<file path="config.mk">
export PLATFORM = sky130hd
export DESIGN_NAME = tooth_edge_detector
export DESIGN_NICKNAME = d
export VERILOG_FILES = /design/src/rtl/gpd_pkg.sv /design/src/rtl/gpd_thresholds.sv /design/src/rtl/gpd_peak_tracker.sv /design/src/rtl/gpd_lockout.sv /design/src/rtl/tooth_edge_detector.sv
export SDC_FILE = /design/constraint.sdc
export NUM_CORES = 1
export LEC_CHECK = 0
export CORE_UTILIZATION = 66
export DETAILED_ROUTE_END_ITERATION = 8
export PLACE_DENSITY = 0.95
export SLEW_MARGIN = 30
export SYNTH_ARGS = -nofsm -noshare
export SYNTH_HDL_FRONTEND = slang
export SYNTH_SLANG_ARGS = --single-unit
</file>
<file path="constraint.sdc">
create_clock -name clk -period 28.3 [get_ports clk]
set_clock_uncertainty 0.2 [all_clocks]
set_input_delay 5.66 -clock clk [delete_from_list [all_inputs] [get_ports clk]]
set_output_delay 5.66 -clock clk [all_outputs]
set_load 0.01 [all_outputs]
</file>
<file path="src/rtl/gpd_pkg.sv">
package gpd_pkg;
   typedef enum logic {
      LVL_LOW  = 1'b0,
      LVL_HIGH = 1'b1
   } lvl_e;

   localparam int DEF_LOCK_SET = 170;
   localparam int DEF_LOCK_CLR = 200;
endpackage

</file>
<file path="src/rtl/gpd_thresholds.sv">
module gpd_thresholds #(
   parameter int W           = 12,
   parameter int STEP_SHIFT  = 6,
   parameter bit SYM_RELEASE = 1'b1
) (
   input  logic signed [W-1:0] pk_hi,
   input  logic signed [W-1:0] pk_lo,
   output logic        [W:0]   span,
   output logic signed [W-1:0] op_thr,
   output logic signed [W-1:0] rl_thr,
   output logic        [W:0]   step
);
   localparam int SW = W + 1;

   logic [W-1:0] f70;

   // span is non-negative because pk_hi >= pk_lo
   assign span = {pk_hi[W-1], pk_hi} - {pk_lo[W-1], pk_lo};

   // about 70 %: 1/2 + 1/8 + 1/16 + 1/64, each term truncated
   assign f70 = W'(span >> 1) + W'(span >> 3) + W'(span >> 4) + W'(span >> 6);

   // result lies between the peaks, so W-bit wrap-around arithmetic is exact
   assign op_thr = pk_lo + $signed(f70);

   generate
      if (SYM_RELEASE) begin : g_rel_sym
         assign rl_thr = pk_hi - $signed(f70);
      end else begin : g_rel_low
         logic [W-1:0] f30;
         assign f30    = W'(span >> 2) + W'(span >> 5) + W'(span >> 6);
         assign rl_thr = pk_lo + $signed(f30);
      end
   endgenerate

   assign step = ((span >> STEP_SHIFT) == '0) ? SW'(1) : (span >> STEP_SHIFT);
endmodule

</file>
<file path="src/rtl/gpd_peak_tracker.sv">
module gpd_peak_tracker #(
   parameter int W = 12
) (
   input  logic               clk,
   input  logic               rst_n,
   input  logic               vld,
   input  logic signed [W-1:0] smp,
   input  logic               shrink,
   input  logic        [W:0]   step,
   output logic signed [W-1:0] pk_hi,
   output logic signed [W-1:0] pk_lo
);
   localparam int XW = W + 2;

   logic signed [XW-1:0] smp_x, step_x, hi_in, lo_in;

   assign smp_x  = XW'(smp);
   assign step_x = $signed({1'b0, step});
   assign hi_in  = shrink ? (XW'(pk_hi) - step_x) : XW'(pk_hi);
   assign lo_in  = shrink ? (XW'(pk_lo) + step_x) : XW'(pk_lo);

   always_ff @(posedge clk) begin
      if (!rst_n) begin
         pk_hi <= '0;
         pk_lo <= '0;
      end else if (vld) begin
         pk_hi <= (smp_x > hi_in) ? smp : hi_in[W-1:0];
         pk_lo <= (smp_x < lo_in) ? smp : lo_in[W-1:0];
      end
   end
endmodule

</file>
<file path="src/rtl/gpd_lockout.sv">
module gpd_lockout #(
   parameter int W        = 12,
   parameter int LOCK_SET = 170,
   parameter int LOCK_CLR = 200
) (
   input  logic       clk,
   input  logic       rst_n,
   input  logic       vld,
   input  logic [W:0] span,
   output logic       locked
);
   localparam int         SW    = W + 1;
   localparam logic [W:0] SET_V = SW'(LOCK_SET);
   localparam logic [W:0] CLR_V = SW'(LOCK_CLR);

   always_ff @(posedge clk) begin
      if (!rst_n) begin
         locked <= 1'b1;
      end else if (vld) begin
         if (locked && (span > CLR_V)) begin
            locked <= 1'b0;
         end else if (!locked && (span < SET_V)) begin
            locked <= 1'b1;
         end
      end
   end
endmodule

</file>
<file path="src/rtl/tooth_edge_detector.sv">
module tooth_edge_detector
   import gpd_pkg::*;
#(
   parameter int W           = 12,
   parameter int STEP_SHIFT  = 6,
   parameter int LOCK_SET    = DEF_LOCK_SET,
   parameter int LOCK_CLR    = DEF_LOCK_CLR,
   parameter bit SYM_RELEASE = 1'b1
) (
   input  logic               clk,
   input  logic               rst_n,
   input  logic               smp_vld,
   input  logic signed [W-1:0] smp_val,
   input  logic               run_en,
   output logic               lvl_out,
   output logic               lock_o,
   output logic signed [W-1:0] peak_hi,
   output logic signed [W-1:0] peak_lo
);
   generate
      if (W < 6 || W > 24) begin : g_bad_width
         $error("tooth_edge_detector: W must lie in 6..24");
      end
      if (STEP_SHIFT < 1 || STEP_SHIFT > W) begin : g_bad_shift
         $error("tooth_edge_detector: STEP_SHIFT must lie in 1..W");
      end
      if (LOCK_SET <= 0 || LOCK_SET >= LOCK_CLR) begin : g_bad_lock
         $error("tooth_edge_detector: need 0 < LOCK_SET < LOCK_CLR");
      end
      if (LOCK_CLR >= (1 << W)) begin : g_bad_clr
         $error("tooth_edge_detector: LOCK_CLR exceeds span range");
      end
   endgenerate

   logic        [W:0]   span, step;
   logic signed [W-1:0] op_thr, rl_thr;
   logic                locked;
   lvl_e                lvl_q;
   logic                may_switch, cross_up, cross_dn, flip;

   gpd_thresholds #(
      .W(W), .STEP_SHIFT(STEP_SHIFT), .SYM_RELEASE(SYM_RELEASE)
   ) thr_i (
      .pk_hi (peak_hi),
      .pk_lo (peak_lo),
      .span  (span),
      .op_thr(op_thr),
      .rl_thr(rl_thr),
      .step  (step)
   );

   gpd_lockout #(
      .W(W), .LOCK_SET(LOCK_SET), .LOCK_CLR(LOCK_CLR)
   ) lock_i (
      .clk   (clk),
      .rst_n (rst_n),
      .vld   (smp_vld),
      .span  (span),
      .locked(locked)
   );

   assign may_switch = run_en && !locked;
   assign cross_up   = (lvl_q == LVL_HIGH) && (smp_val > op_thr);
   assign cross_dn   = (lvl_q == LVL_LOW)  && (smp_val < rl_thr);
   assign flip       = smp_vld && may_switch && (cross_up || cross_dn);

   gpd_peak_tracker #(.W(W)) pk_i (
      .clk   (clk),
      .rst_n (rst_n),
      .vld   (smp_vld),
      .smp   (smp_val),
      .shrink(flip),
      .step  (step),
      .pk_hi (peak_hi),
      .pk_lo (peak_lo)
   );

   always_ff @(posedge clk) begin
      if (!rst_n) begin
         lvl_q <= LVL_HIGH;
      end else if (flip) begin
         lvl_q <= (lvl_q == LVL_HIGH) ? LVL_LOW : LVL_HIGH;
      end
   end

   assign lvl_out = (lvl_q == LVL_HIGH);
   assign lock_o  = locked;
endmodule

</file>
# Yosys cells after proc, flatten, opt, wreduce, memory -nomap -nowiden
# Cells that the tools add are included.
word_totals:
  input_bits: 16
  ff_bits: 26
classes:
  n_bitwise: 1
  n_reduce_logical: 12
  muxes: 8
  n_lt_le_gt_ge: 6
  addsub: 8
op_table:
  columns: ["op", "n"]
  rows:
  - ["$mux W14", 2]
  - ["$mux W12", 2]
  - ["$gt A12 B14 Y1", 1]
  - ["$lt A12 B14 Y1", 1]
  - ["$add A12 B8 Y13", 1]
  - ["$gt A13 B8 Y1 const B", 1]
  - ["$logic_not A13 Y1", 1]
  - ["$lt A13 B8 Y1 const B", 1]
  - ["$sub A12 B12 Y13", 1]
  - ["$sub A12 B8 Y13", 1]
  - ["$add A12 B10 Y12", 1]
  - ["$add A12 B12 Y12", 1]
  - ["$add A12 B7 Y12", 1]
  - ["$add A12 B9 Y12", 1]
  - ["$gt A12 B12 Y1", 1]
  - ["$lt A12 B12 Y1", 1]
  - ["$sub A12 B12 Y12", 1]
  - ["$logic_and A1 B1 Y1", 7]
  - ["$mux W7", 1]
  - ["$mux W1", 3]
  - ["$reduce_and A2 Y1", 1]
  - ["$reduce_bool A2 Y1", 1]
  - ["$logic_not A1 Y1", 1]
  - ["$logic_or A1 B1 Y1", 1]
  - ["$not A1 Y1", 1]

# Logic depth before layout (Yosys ltp)
logic_depth:
  word_depth: 12
  ltp_mapped: 52
  mapped_depth_nobuf: 48

# Modules after synthesis
# A second synthesis with hierarchy kept.
unflattened:
  cells_unflattened: 843
  hier_area_um2: 6633.9
modules_own_cells:
  columns: ["mod", "area_each_um2", "cells_per_inst", "n_inst", "seq_area_each_um2"]
  rows:
  - ["gpd_peak_tracker", 3155.5, 399, 1, 480.5]
  - ["gpd_thresholds", 2703.8, 341, 1, 0.0]
  - ["tooth_edge_detector", 676.9, 90, 1, 20.0]
  - ["gpd_lockout", 97.6, 13, 1, 20.0]

# Worst setup path after synthesis
# No wires, ideal clock.
synth_path:
  kind: "input -> register"
  from: "input smp_val[11]"
  to: "register pk_i.pk_hi[11]"
  setup_ps: 135
  t_required_ps: 27965
  slack_ps: 18490
  arrival_time_ps: 9475
  cell_stages: 20
  cell_sequence: "ha_1 > nand4_1 > nor3_1 > nor3_1 > a21oi_1 > and3b_1 > nand2_1 > a2111oi_4 > nand2_1 > xnor2_1 > ha_1 > nand2_1 > or4_1 > o211ai_1 > o21ai_0 > a41o_1 > clkbuf_1 > clkbuf_1 > a32oi_1 > o311ai_1"
synth_between:
  elab_chain_cells: 7
synth_lines:
  columns: ["element", "line", "rtl"]
  rows:
  - ["start: declaration", "tooth_edge_detector.sv:13", "input logic signed [W-1:0] smp_val,"]
  - ["$gt A12 B12 Y1 or $lt A12 B12 Y1 (tied branches)", "tooth_edge_detector.sv:63, tooth_edge_detector.sv:64", null]
  - ["$logic_and A1 B1 Y1, on equally long branches", "tooth_edge_detector.sv:63, tooth_edge_detector.sv:64", null]
  - ["$logic_or A1 B1 Y1", "tooth_edge_detector.sv:65", "assign flip = smp_vld && may_switch && (cross_up || cross_dn);"]
  - ["$logic_and A1 B1 Y1", "tooth_edge_detector.sv:65", null]
  - ["$mux W14", "gpd_peak_tracker.sv:19", "assign hi_in = shrink ? (XW'(pk_hi) - step_x) : XW'(pk_hi);"]
  - ["$gt A12 B14 Y1", "gpd_peak_tracker.sv:27", "pk_hi <= (smp_x > hi_in) ? smp : hi_in[W-1:0];"]
  - ["$mux W12 *", "gpd_peak_tracker.sv:27", null]
  - ["end signal: assignment", "gpd_peak_tracker.sv:27", null]
  - ["end: declaration", "gpd_peak_tracker.sv:10", "output logic signed [W-1:0] pk_hi,"]
# Every way passes the cells marked *; elsewhere a longest branch is shown, timed or not.
# A chain may end at the register's enable or synchronous reset.

# Worst setup path after layout
layout_path:
  from: "register pk_i.pk_hi[1]"
  to: "register pk_i.pk_hi[10]"
layout_between:
  elab_chain_cells: 12
layout_lines:
  columns: ["element", "line", "rtl"]
  rows:
  - ["$sub A12 B12 Y13", "gpd_thresholds.sv:18", "assign span = {pk_hi[W-1], pk_hi} - {pk_lo[W-1], pk_lo};"]
  - ["$add A12 B10 Y12", "gpd_thresholds.sv:21", "assign f70 = W'(span >> 1) + W'(span >> 3) + W'(span >> 4) + W'(span >> 6);"]
  - ["$add A12 B9 Y12", "gpd_thresholds.sv:21", null]
  - ["$add A12 B7 Y12", "gpd_thresholds.sv:21", null]
  - ["$add A12 B12 Y12 or $sub A12 B12 Y12 (tied branches)", "gpd_thresholds.sv:24, gpd_thresholds.sv:28", null]
  - ["$gt A12 B12 Y1 or $lt A12 B12 Y1 (tied branches)", "tooth_edge_detector.sv:63, tooth_edge_detector.sv:64", null]
  - ["$logic_and A1 B1 Y1, on equally long branches", "tooth_edge_detector.sv:63, tooth_edge_detector.sv:64", null]
  - ["$logic_or A1 B1 Y1", "tooth_edge_detector.sv:65", null]
  - ["$logic_and A1 B1 Y1", "tooth_edge_detector.sv:65", null]
  - ["$mux W14 *", "gpd_peak_tracker.sv:19", null]
  - ["$gt A12 B14 Y1", "gpd_peak_tracker.sv:27", null]
  - ["$mux W12 *", "gpd_peak_tracker.sv:27", null]
# Marked as above.

==> metrics.txt <==
# TYPE chip_impl_metric gauge
chip_impl_metric{name="slew_viol_final",unit=""} 0
chip_impl_metric{name="clkLatencyLatePin",unit="ns"} 0.29
chip_impl_metric{name="timing_hold_violations_final",unit=""} 0
chip_impl_metric{name="synth_seq_cells",unit=""} 26
chip_impl_info{name="outcome",value="complete, no violations"} 1
chip_impl_metric{name="critPathMaxFanout",unit=""} 29
chip_impl_metric{name="clock-sinks",unit=""} 26
chip_impl_info{name="clock_tree_from_tritoncts",value="yes"} 1
chip_impl_info{name="largest_family_of_logic_cells_by_synthesized_area",value="adder cells"} 1
chip_impl_metric{name="synth.lib_cells_used.distinct",unit=""} 67
chip_impl_metric{name="via_per_inst",unit=""} 6.87
chip_impl_metric{name="detailedRoute.firstIterationViolations",unit=""} 569
chip_impl_metric{name="slew-limit-headroom",unit=""} 0.371
chip_impl_info{name="critPathLaunchType",value="flop"} 1
chip_impl_metric{name="number_of_enable_type_register_cells_in_the_synthesized_netlist",unit=""} 0
chip_impl_metric{name="layout_min_cycle_time",unit="ns"} 11.75
chip_impl_metric{name="holdBufCountCts",unit=""} 0
chip_impl_metric{name="yosys.area_share.xor_xnor",unit=""} 0.0884
chip_impl_info{name="rsz_0062_raised_after_global_routing",value="false"} 1
chip_impl_metric{name="yosys_warnings",unit=""} 0
chip_impl_metric{name="drive_gt1_frac",unit=""} 0.0259
chip_impl_metric{name="cts.htree.levels",unit=""} 1
chip_impl_metric{name="worst_margin_pin_slew",unit="ns"} 0.943
chip_impl_info{name="postSynth.topFlopCell",value="dfxtp_1"} 1
chip_impl_metric{name="hpwlAfterDp",unit="mm"} 14.1
chip_impl_info{name="cp_common_cell",value="a21oi_1"} 1
chip_impl_metric{name="largest_net_degree_at_the_start_of_global_routing",unit=""} 33
chip_impl_metric{name="die-area",unit="um2"} 9090
chip_impl_metric{name="placeableCoreArea",unit="um2"} 8340
chip_impl_metric{name="max_fclk",unit="MHz"} 85.1
chip_impl_metric{name="dieWidth",unit="um"} 95.3
chip_impl_metric{name="first_pass_grt_wire_length",unit="mm"} 28.9
chip_impl_metric{name="clkSlewWorstSetupHoldPaths",unit="ns"} 0.11
chip_impl_metric{name="syn-num-nets",unit=""} 891
chip_impl_metric{name="timing.max_cap.violations",unit=""} 0
chip_impl_metric{name="post_dr_wirelength_cell",unit="um"} 20.0
chip_impl_info{name="cp-end-kind",value="flop"} 1
chip_impl_metric{name="vias",unit=""} 6019
chip_impl_metric{name="share_of_async_settable_or_async_resettable_flops_after_synthesis",unit=""} 0
chip_impl_metric{name="synthesis.instances",unit=""} 741
chip_impl_metric{name="layout-area-overhead-vs-synth",unit="%"} 9.12
chip_impl_metric{name="grt_use_total",unit=""} 0.408
chip_impl_metric{name="drt_drc_violations_left",unit=""} 0
chip_impl_info{name="clock_tree.root_cell",value="clkbuf_8"} 1
chip_impl_metric{name="gpl.final_weighted_congestion",unit=""} 1.04
chip_impl_metric{name="tns",unit="ns"} 0
chip_impl_metric{name="placement.io_buffers",unit=""} 41
chip_impl_metric{name="worst-endpoint-arrival",unit="ns"} 11.76
chip_impl_metric{name="synth_compound_area_frac",unit=""} 0.224
chip_impl_metric{name="drt_first_pass_iters",unit=""} 5
chip_impl_metric{name="timing.critical_path.required",unit="ns"} 28.32
chip_impl_info{name="worst_path_max_delay_cell",value="xnor2_1"} 1
chip_impl_metric{name="post_synthesis_simple_gate_area_fraction",unit=""} 0.195
chip_impl_metric{name="crit_path_max_incr_delay",unit="ns"} 0.67
chip_impl_metric{name="cts_inserted_buffers",unit=""} 3
chip_impl_metric{name="grt_overflow",unit=""} 0
chip_impl_metric{name="avgSynthCellArea",unit="um2"} 7.76
chip_impl_metric{name="synthMuxAreaShare",unit=""} 0.0172
chip_impl_metric{name="die_y",unit="um"} 95.3
chip_impl_metric{name="max-clock-path-buffers",unit=""} 2
chip_impl_metric{name="antenna-diode-count",unit=""} 0
chip_impl_metric{name="post_synth_instance_area",unit="um2"} 5750
chip_impl_info{name="hold_class",value="reg -> reg"} 1
chip_impl_metric{name="post_synth_fa_ha_maj_area_fraction",unit=""} 0.313
chip_impl_metric{name="antenna_found_initial",unit=""} 0
chip_impl_info{name="critical_path_class",value="reg -> reg"} 1
chip_impl_metric{name="yosysSeqAreaShare",unit=""} 0.0905
chip_impl_metric{name="route.final.wire_length",unit="mm"} 17.6
chip_impl_metric{name="cts.repair_timing.setup_buffer_count",unit=""} 0
chip_impl_metric{name="layout.nets",unit=""} 922
chip_impl_metric{name="num_io_pins",unit=""} 42
chip_impl_metric{name="vias_in_the_first_global_route",unit=""} 5869
chip_impl_metric{name="setup-violations-final",unit=""} 0
chip_impl_metric{name="initial_utilization",unit=""} 0.689
chip_impl_metric{name="post_cts_resize_count",unit=""} 0
chip_impl_metric{name="number_of_placement_rows",unit=""} 33
chip_impl_metric{name="drt.antenna.violating_nets",unit=""} 0
chip_impl_metric{name="final_critical_path_share_of_the_clock_period",unit=""} 0.415
layout make-up:
type	count	area [um2]
multi-input cells	610	4810
fillers	584	2070
well taps	105	131
repair buffers	43	425
inverters	88	330
clock buffers	4	55.1
flip-flops and latches	26	520
Yosys cell counts (4+ instances only):
cell        n  share of area
a22o_1      4         0.0061
nand2_1    41          0.027
xor2_1     20          0.030
nor4_1      4         0.0044
a21oi_1    57          0.050
or4_1       6         0.0078
o211ai_1    4         0.0052
and3_1      5         0.0054
o21ai_0    40          0.035
o21a_1      6         0.0078
nor3_1     24          0.021
a21o_1     16          0.021
ha_1      118           0.26
dfxtp_1    26          0.091
a31oi_1    10          0.011
nand4_1    18          0.020
a211oi_1    5         0.0065
mux2i_1     6          0.010
a21boi_0    8          0.010
inv_1      88          0.057
fa_1       16          0.056
xnor2_1    38          0.058
nor2b_1    20          0.022
o21bai_1    4         0.0052
nor2_1     34          0.022
o21ai_1     4         0.0035
clkbuf_1   12         0.0078
nand2b_1   14          0.015
nand3_1    31          0.027
worst paths after layout:
kind	start	endpoint	slack, ns	cells after the start
worst max-delay path	pk_i.pk_hi[1]	pk_i.pk_hi[10]	16.55	45
worst min-delay path	pk_i.pk_hi[0]	pk_i.pk_hi[0]	0.36	2
worst max register to register	pk_i.pk_hi[1]	pk_i.pk_hi[10]	16.55	45
worst min register to register	pk_i.pk_hi[0]	pk_i.pk_hi[0]	0.36	2
logic make-up after synthesis:
logic type,after synthesis
AND/OR/NAND/NOR,214
flip-flops,26
multiplexers,9
AO/OA/AOI/OAI,195
XOR/XNOR,58
buffers and inverters,105
adder cells (fa/ha/maj),134
per-stage QoR:
stage,cells,worst slack [ns],hold WS (ns),instance area (um2),utilization
final,876,16.55,0.364,6270,0.752
after global placement,872,17.10,0.359,6220,0.746
after detailed placement,872,16.84,0.347,6220,0.746
after CTS,876,16.79,0.362,6270,0.752
after global routing,876,15.81,0.397,6270,0.752
after floorplan,741,18.49,0.344,5750,-
registers in the layout, indices dropped and copies added (netlist names):
| signal | cells |
|---|---|
| lock_i.locked | 1 |
| pk_i.pk_hi | 12 |
| lvl_out | 1 |
| pk_i.pk_lo | 12 |
layer usage:
| layer | track usage | share of wire | vias up |
|---|---|---|---|
| li1 | - | - | 2742 |
| met1 | 0.503 | 0.39 | 2789 |
| met2 | 0.658 | 0.45 | 389 |
| met3 | 0.0670 | 0.095 | 99 |
| met4 | 0.256 | 0.068 | 0 |
| met5 | 0 | 0 | - |
critical path, delay by kind of cell, from the launching register on:
kind | cells | cell delay, ns
buffers and inverters | 3 | 0.46
flip-flops | 1 | 0.51
adder cells (fa/ha/maj) | 6 | 2.31
AND/OR/NAND/NOR | 11 | 2.32
XOR/XNOR | 5 | 1.38
AO/OA/AOI/OAI | 20 | 4.47
layout by cell type (no fill, tap or decap), types with 16 or more instances in the layout:
| cell | count |
|---|---|
| nand3_1 | 31 |
| nor3_1 | 24 |
| ha_1 | 118 |
| nand4_1 | 18 |
| o21ai_0 | 39 |
| clkdlybuf4s50_1 | 41 |
| fa_1 | 16 |
| a21oi_1 | 57 |
| xor2_1 | 20 |
| a21o_1 | 16 |
| dfxtp_1 | 26 |
| xnor2_1 | 38 |
| inv_1 | 88 |
| nor2_1 | 34 |
| nand2_1 | 41 |
| nor2b_1 | 20 |
Power is left out: the tool's default activity adds up to more than one toggle a clock period on the data nets, which glitch-free logic cannot reach.
